## config.mk

```make
export PLATFORM = sky130hd
export DESIGN_NAME = uart_irq_ident
export DESIGN_NICKNAME = d
export VERILOG_FILES = /design/src/rtl/uart_irq_pkg.sv /design/src/rtl/irq_char_timer.sv /design/src/rtl/irq_modem_track.sv /design/src/rtl/irq_line_errs.sv /design/src/rtl/uart_irq_ident.sv
export SDC_FILE = /design/constraint.sdc
export NUM_CORES = 1
export LEC_CHECK = 0
export BUFFER_PORTS_ARGS = -buffer_cell sky130_fd_sc_hd__buf_4
export CAP_MARGIN = 40
export CORE_ASPECT_RATIO = 0.7
export CORE_MARGIN = 2
export CORE_UTILIZATION = 40
export CTS_CLUSTER_SIZE = 10
export DETAILED_ROUTE_END_ITERATION = 10
export HOLD_SLACK_MARGIN = 0.15
export SLEW_MARGIN = 20
export SYNTH_ARGS = -nofsm -noshare
export SYNTH_HDL_FRONTEND = slang
export SYNTH_SLANG_ARGS = --single-unit
```

## constraint.sdc

```tcl
create_clock -name clk -period 4.7 [get_ports clk]
set_input_delay 0.94 -clock clk [delete_from_list [all_inputs] [get_ports clk]]
set_output_delay 0.94 -clock clk [all_outputs]
set_load 0.1 [all_outputs]
```

## src/rtl/uart_irq_pkg.sv

```systemverilog
package uart_irq_pkg;
  localparam int NCAUSE = 5;
  // cause positions in the status word
  localparam int C_LINE = 0;
  localparam int C_RXLV = 1;
  localparam int C_TMO  = 2;
  localparam int C_TXSP = 3;
  localparam int C_MDM  = 4;
  // enable positions
  localparam int EN_RX = 0;
  localparam int EN_TX = 1;
  localparam int EN_LN = 2;
  localparam int EN_MD = 3;

  typedef struct packed {
    logic [2:0] rx_trig;
    logic [2:0] tx_trig;
    logic [3:0] en;
  } irq_cfg_t;

  // trigger code k selects 2^(k+2) bytes
  function automatic int unsigned trig_bytes(input logic [2:0] code);
    return 32'd1 << (int'(code) + 2);
  endfunction
endpackage

```

## src/rtl/irq_char_timer.sv

```systemverilog
module irq_char_timer #(
  parameter int DIV_W = 16,
  parameter int TMO_W = 16
) (
  input  logic             clk,
  input  logic             rst_n,
  input  logic             active,
  input  logic             restart,
  input  logic [DIV_W-1:0] baud_div,
  input  logic [TMO_W-1:0] tmo_units,
  output logic             hit
);
  localparam int PRE_W = DIV_W + 2;

  logic [PRE_W-1:0] pre_q;
  logic [TMO_W-1:0] unit_q;
  logic             fired_q;
  logic [PRE_W:0]   limit;
  logic             pre_wrap, last_unit;

  assign limit     = {1'b0, baud_div, 2'b00};
  assign pre_wrap  = ({1'b0, pre_q} + 1'b1) >= limit;
  assign last_unit = unit_q == (tmo_units - 1'b1);
  assign hit       = active && !restart && !fired_q && pre_wrap && last_unit;

  always_ff @(posedge clk) begin
    if (!rst_n || !active || restart) begin
      pre_q   <= '0;
      unit_q  <= '0;
      fired_q <= 1'b0;
    end else if (!fired_q) begin
      if (pre_wrap) begin
        pre_q  <= '0;
        unit_q <= unit_q + 1'b1;
        if (last_unit) fired_q <= 1'b1;
      end else begin
        pre_q <= pre_q + 1'b1;
      end
    end
  end
endmodule

```

## src/rtl/irq_modem_track.sv

```systemverilog
module irq_modem_track #(
  parameter int NPIN = 4
) (
  input  logic            clk,
  input  logic            rst_n,
  input  logic [NPIN-1:0] pins,
  input  logic            clr,
  output logic [NPIN-1:0] levels,
  output logic [NPIN-1:0] deltas,
  output logic            changed
);
  logic [NPIN-1:0] chg;

  for (genvar i = 0; i < NPIN; i++) begin : g_pin
    logic s1_q, s2_q, prev_q, dlt_q;
    always_ff @(posedge clk) begin
      if (!rst_n) begin
        s1_q   <= 1'b0;
        s2_q   <= 1'b0;
        prev_q <= 1'b0;
        dlt_q  <= 1'b0;
      end else begin
        s1_q   <= pins[i];
        s2_q   <= s1_q;
        prev_q <= s2_q;
        dlt_q  <= (dlt_q && !clr) || chg[i];
      end
    end
    assign chg[i]    = s2_q ^ prev_q;
    assign levels[i] = s2_q;
    assign deltas[i] = dlt_q;
  end

  assign changed = |chg;
endmodule

```

## src/rtl/irq_line_errs.sv

```systemverilog
module irq_line_errs #(
  parameter int NERR = 5
) (
  input  logic            clk,
  input  logic            rst_n,
  input  logic [NERR-1:0] err_in,
  input  logic            clr,
  output logic [NERR-1:0] err_q,
  output logic            any_err
);
  always_ff @(posedge clk) begin
    if (!rst_n) err_q <= '0;
    else        err_q <= (clr ? '0 : err_q) | err_in;
  end
  assign any_err = |err_in;
endmodule

```

## src/rtl/uart_irq_ident.sv

```systemverilog
module uart_irq_ident
  import uart_irq_pkg::*;
#(
  parameter int DEPTH = 1024,
  parameter int DIV_W = 16,
  parameter int TMO_W = 16,
  parameter int CNT_W = $clog2(DEPTH + 1)
) (
  input  logic             clk,
  input  logic             rst_n,
  input  logic             cfg_wr,
  input  logic [3:0]       cfg_en,
  input  logic [2:0]       cfg_tx_trig,
  input  logic [2:0]       cfg_rx_trig,
  input  logic             tmo_wr,
  input  logic [TMO_W-1:0] tmo_data,
  input  logic [DIV_W-1:0] baud_div,
  input  logic             ack_wr,
  input  logic [4:0]       ack_mask,
  input  logic             status_rd,
  input  logic [CNT_W-1:0] rx_count,
  input  logic [CNT_W-1:0] tx_count,
  input  logic             rx_push,
  input  logic             rx_pop,
  input  logic             err_overrun,
  input  logic             err_parity,
  input  logic             err_framing,
  input  logic             err_break,
  input  logic             err_rxbuf,
  input  logic             tx_busy,
  input  logic [3:0]       modem_pins,
  output logic [31:0]      status_word,
  output logic             irq
);
  irq_cfg_t          cfg_q;
  logic [3:0]        en_q;
  logic [TMO_W-1:0]  tmo_q;
  logic [NCAUSE-1:0] cause_q, set_vec, clr_vec;
  logic [4:0]        err_q;
  logic              err_any, tmo_hit, tmr_active, mdm_chg;
  logic [3:0]        mdm_lvl, mdm_dlt;
  logic [31:0]       tx_space;
  logic [7:0]        lsr, msr;
  logic              hold_empty;

  always_ff @(posedge clk) begin
    if (!rst_n) begin
      cfg_q <= '{rx_trig: 3'd6, tx_trig: 3'd5, en: 4'd0};
      tmo_q <= '0;
    end else begin
      if (cfg_wr) cfg_q <= '{rx_trig: cfg_rx_trig, tx_trig: cfg_tx_trig, en: cfg_en};
      if (tmo_wr) tmo_q <= tmo_data;
    end
  end
  assign en_q = cfg_q.en;

  irq_line_errs #(.NERR(5)) u_errs (
    .clk    (clk),
    .rst_n  (rst_n),
    .err_in ({err_rxbuf, err_break, err_framing, err_parity, err_overrun}),
    .clr    (status_rd),
    .err_q  (err_q),
    .any_err(err_any)
  );

  irq_modem_track #(.NPIN(4)) u_mdm (
    .clk    (clk),
    .rst_n  (rst_n),
    .pins   (modem_pins),
    .clr    (status_rd),
    .levels (mdm_lvl),
    .deltas (mdm_dlt),
    .changed(mdm_chg)
  );

  assign tmr_active = en_q[EN_RX] && (rx_count != '0) && (tmo_q != '0);

  irq_char_timer #(.DIV_W(DIV_W), .TMO_W(TMO_W)) u_tmr (
    .clk      (clk),
    .rst_n    (rst_n),
    .active   (tmr_active),
    .restart  (rx_push || rx_pop),
    .baud_div (baud_div),
    .tmo_units(tmo_q),
    .hit      (tmo_hit)
  );

  assign tx_space = 32'(DEPTH) - 32'(tx_count);

  always_comb begin
    set_vec         = '0;
    set_vec[C_LINE] = en_q[EN_LN] && err_any;
    set_vec[C_RXLV] = en_q[EN_RX] && (32'(rx_count) >= trig_bytes(cfg_q.rx_trig));
    set_vec[C_TMO]  = en_q[EN_RX] && tmo_hit;
    set_vec[C_TXSP] = en_q[EN_TX] && (tx_space >= trig_bytes(cfg_q.tx_trig));
    set_vec[C_MDM]  = en_q[EN_MD] && mdm_chg;
    clr_vec         = ack_wr ? ack_mask : '0;
  end

  always_ff @(posedge clk) begin
    if (!rst_n) cause_q <= '0;
    else        cause_q <= (cause_q & ~clr_vec) | set_vec;
  end

  assign hold_empty  = tx_count == '0;
  assign lsr         = {err_q[4], hold_empty && !tx_busy, hold_empty, err_q[3:0], rx_count != '0};
  assign msr         = {mdm_lvl, mdm_dlt};
  assign status_word = {8'h00, lsr, msr, 3'b000, cause_q};
  assign irq         = |cause_q;
endmodule

```

==> qor.csv <==
metric,value,unit
cts_resized,0,
ys_types,55,
antenna_found_initial,0,
cts_hold_buf,0,
skew,0.00951,ns
yosys.area.top_type_share,0.304,
setup.worst_path.start,u_tmr.pre_q[2]$_SDFFE_PP0N_,
cts_setup_buffers,0,
die_w,147,microns
p_per_area,290,nW/um^2
hold_viol,0,
crit_slowest_cell,nor3_1,
min_path_type,reg2reg,
synthesis.area,5740,sq um
htreeDepth,3,
post_drt_wl_per_cell,13.7,microns
post-route-min-period,3.85,ns
num_antenna_cells,0,
synth_seq_cells,87,
clkTransAtPathRegs,0.06,ns
synthArstFlopShare,0,
hold_start,u_mdm.g_pin[1].s1_q$_SDFF_PN0_,
pin_count,120,
arrival,4.06,ns
worstPathCellList,and4_1 > nand3_1 > nor3_1 > nand3_1 > xnor2_1 > ha_1 > nand3_1 > nor4_1 > a211oi_1 > o211ai_1 > buf_4 > nor4bb_1 > xnor2_1 > nor2_1,
ys_warn_count,0,
crit_type,reg2reg,
first_global_vias,4805,
drt_first_pass_iters,7,
required,4.91,ns
synth_most_common_cell,dfxtp_1,
grt_max_degree,56,
postRouteAntennaNets,0,
slew_headroom,0.513,
numCtsBuffers,9,
power.total,2010,uW
r2r_start,u_tmr.pre_q[2]$_SDFFE_PP0N_,
gr-total-overflow,0,
grt_pass1_wl,22.7,mm
ys_top_cells_by_area,"dfxtp_1 (30%), ha_1 (11%), nor2b_1 (5.7%)",
leakagePower,0.00296,uW
setup_tns,0,ns
drt_iter0_drc,251,
synth_ff_type,dfxtp_1,
routed_wl,13.4,mm
core,14000,sq um
max_clock_freq,260,MHz
start_kind,flop,
area_delta_synth_final,21.1,%
timing.critical_path.mode_cell,nand3_1,
fp.dieArea,15300,sq um
cp_max_fo,36,
r2r_slack,0.85,ns
cts_tree,built,
track_usage,0.178,
irDropWorstVdd,0.000195,V
avgSynthCellArea,8.24,sq um
layout.nets,918,
critPathMaxStageDelay,0.50,ns
drv_slew,0,
tightest_slew,0.727,ns
rsz0062_at_grt,no,
timing.final.crit_share,0.819,
synthCells,696,
cts_buffer_depth,2,
clock_sinks,87,
setup_violations,0,
drive_gt1_frac,0.172,
synthTopCellsByCount,"dfxtp_1 (87), nand2_1 (74), nor2b_1 (52)",
synth_top_area_cell,dfxtp_1,
die_y,104,microns
place_hpwl,10.3,mm
rows,36,
yosysSeqAreaShare,0.304,
cts-root-buf,clkbuf_16,
status,"finished, final reports clean",
cp-end-kind,flop,
clk_latency,0.34,ns
drc,0,
fillers,1369,
vias,5034,
viasPerCell,5.15,
synth_enable_flop_cells,0,
gp_congestion,0.831,
maxCapViolCount,0,
initial_utilization,0.411,
port_buffers,108,
==> registers in the layout (all words and copies together) (netlist names) <==
name,cells
u_mdm.g_pin.s1_q,4
u_mdm.g_pin.prev_q,4
u_mdm.g_pin.s2_q,4
u_tmr.pre_q,18
u_errs.err_q,5
tmo_q,16
en_q,4
u_tmr.unit_q,16
cause_q,5
u_mdm.g_pin.dlt_q,4
cfg_q,6
u_tmr.fired_q,1
==> critical path, delay by kind of cell, from the launching register on <==
| family | cells | cell delay (ns) |
|---|---|---|
| buffers and inverters | 1 | 0.37 |
| AO/OA/AOI/OAI | 2 | 0.30 |
| adder cells (fa/ha/maj) | 1 | 0.29 |
| AND/OR/NAND/NOR | 8 | 1.99 |
| XOR/XNOR | 2 | 0.33 |
| flip-flops | 1 | 0.44 |
==> area by class of cell <==
type,instances,area [sq um],area share
sequential,87,1740,0.251
inverter,24,90.1,0.0130
clock buffer,10,239,0.0344
timing repair buffer,111,833,0.120
clock inverter,6,115,0.0166
multi-input combinational,549,3690,0.531
tap,190,238,0.0342
==> cells by family after synthesis <==
group                      Yosys count  share of synthesized area
and+or+nand+nor                    294                      0.269
AOI/OAI and AO/OA                  106                      0.119
DFF                                 87                      0.304
buffers and inverters               70                     0.0595
xor gates and xnor gates            62                     0.0947
adders and majority gates           49                      0.107
muxes                               27                     0.0471
other                                1                   0.000654
==> metrics by stage <==
stage | cell area [sq um] | hold WS [ns] | worst slack [ns] | cells | utilization
after detailed placement | 6590 | 0.417 | 0.871 | 961 | 0.472
final | 6950 | 0.426 | 0.852 | 977 | 0.498
after global placement | 6590 | 0.417 | 1.07 | 961 | 0.472
after floorplan | 5770 | 0.412 | 0.731 | 706 | -
after global routing | 6950 | 0.463 | 0.346 | 977 | 0.498
after CTS | 6950 | 0.432 | 0.870 | 977 | 0.498
==> per-layer routing <==
layer / vias to the layer above / global-route usage / wire (microns)
li1: 2563 / - / -
met1: 2351 / 0.242 / 6540
met2: 107 / 0.288 / 6120
met3: 13 / 0.0425 / 597
met4: 0 / 0.0385 / 156
met5: - / 0 / 0
==> report_power, final <==
part	internal, uW	switching [uW]
clock	538	304
sequential	762	26.1
combinational	151	232
total	1450	562
==> path summary, 6_finish.rpt <==
kind                                          to  depth (start not counted)
setup reg to reg    u_tmr.unit_q[4]$_SDFFE_PP0P_                         14
hold / removal    u_mdm.g_pin[1].s2_q$_SDFF_PN0_                          1
hold reg to reg   u_mdm.g_pin[1].s2_q$_SDFF_PN0_                          1
setup / recovery    u_tmr.unit_q[4]$_SDFFE_PP0P_                         14
==> cell usage in the layout (no fill, tap or decap), types with 3 or more instances in the layout <==
cell type,Yosys,final
a21boi_0,4,4
a21o_1,7,7
a21oi_1,31,31
a31oi_1,3,3
and2_1,20,20
and3_1,5,5
and4_1,7,7
buf_4,21,111
bufinv_16,0,3
clkbuf_16,0,9
conb_1,1,11
dfxtp_1,87,87
ha_1,49,49
inv_1,24,24
mux2i_1,27,27
nand2_1,74,74
nand3_1,36,36
nand3b_1,7,7
nand4_1,10,10
nor2_1,44,44
nor2b_1,52,52
nor3_1,13,13
nor3b_1,5,5
nor4_1,7,7
o211ai_1,3,3
o21a_1,9,9
o21ai_0,25,25
or3_1,4,4
xnor2_1,29,29
xor2_1,33,33
Note: power is estimated with default switching activity, not from simulation.
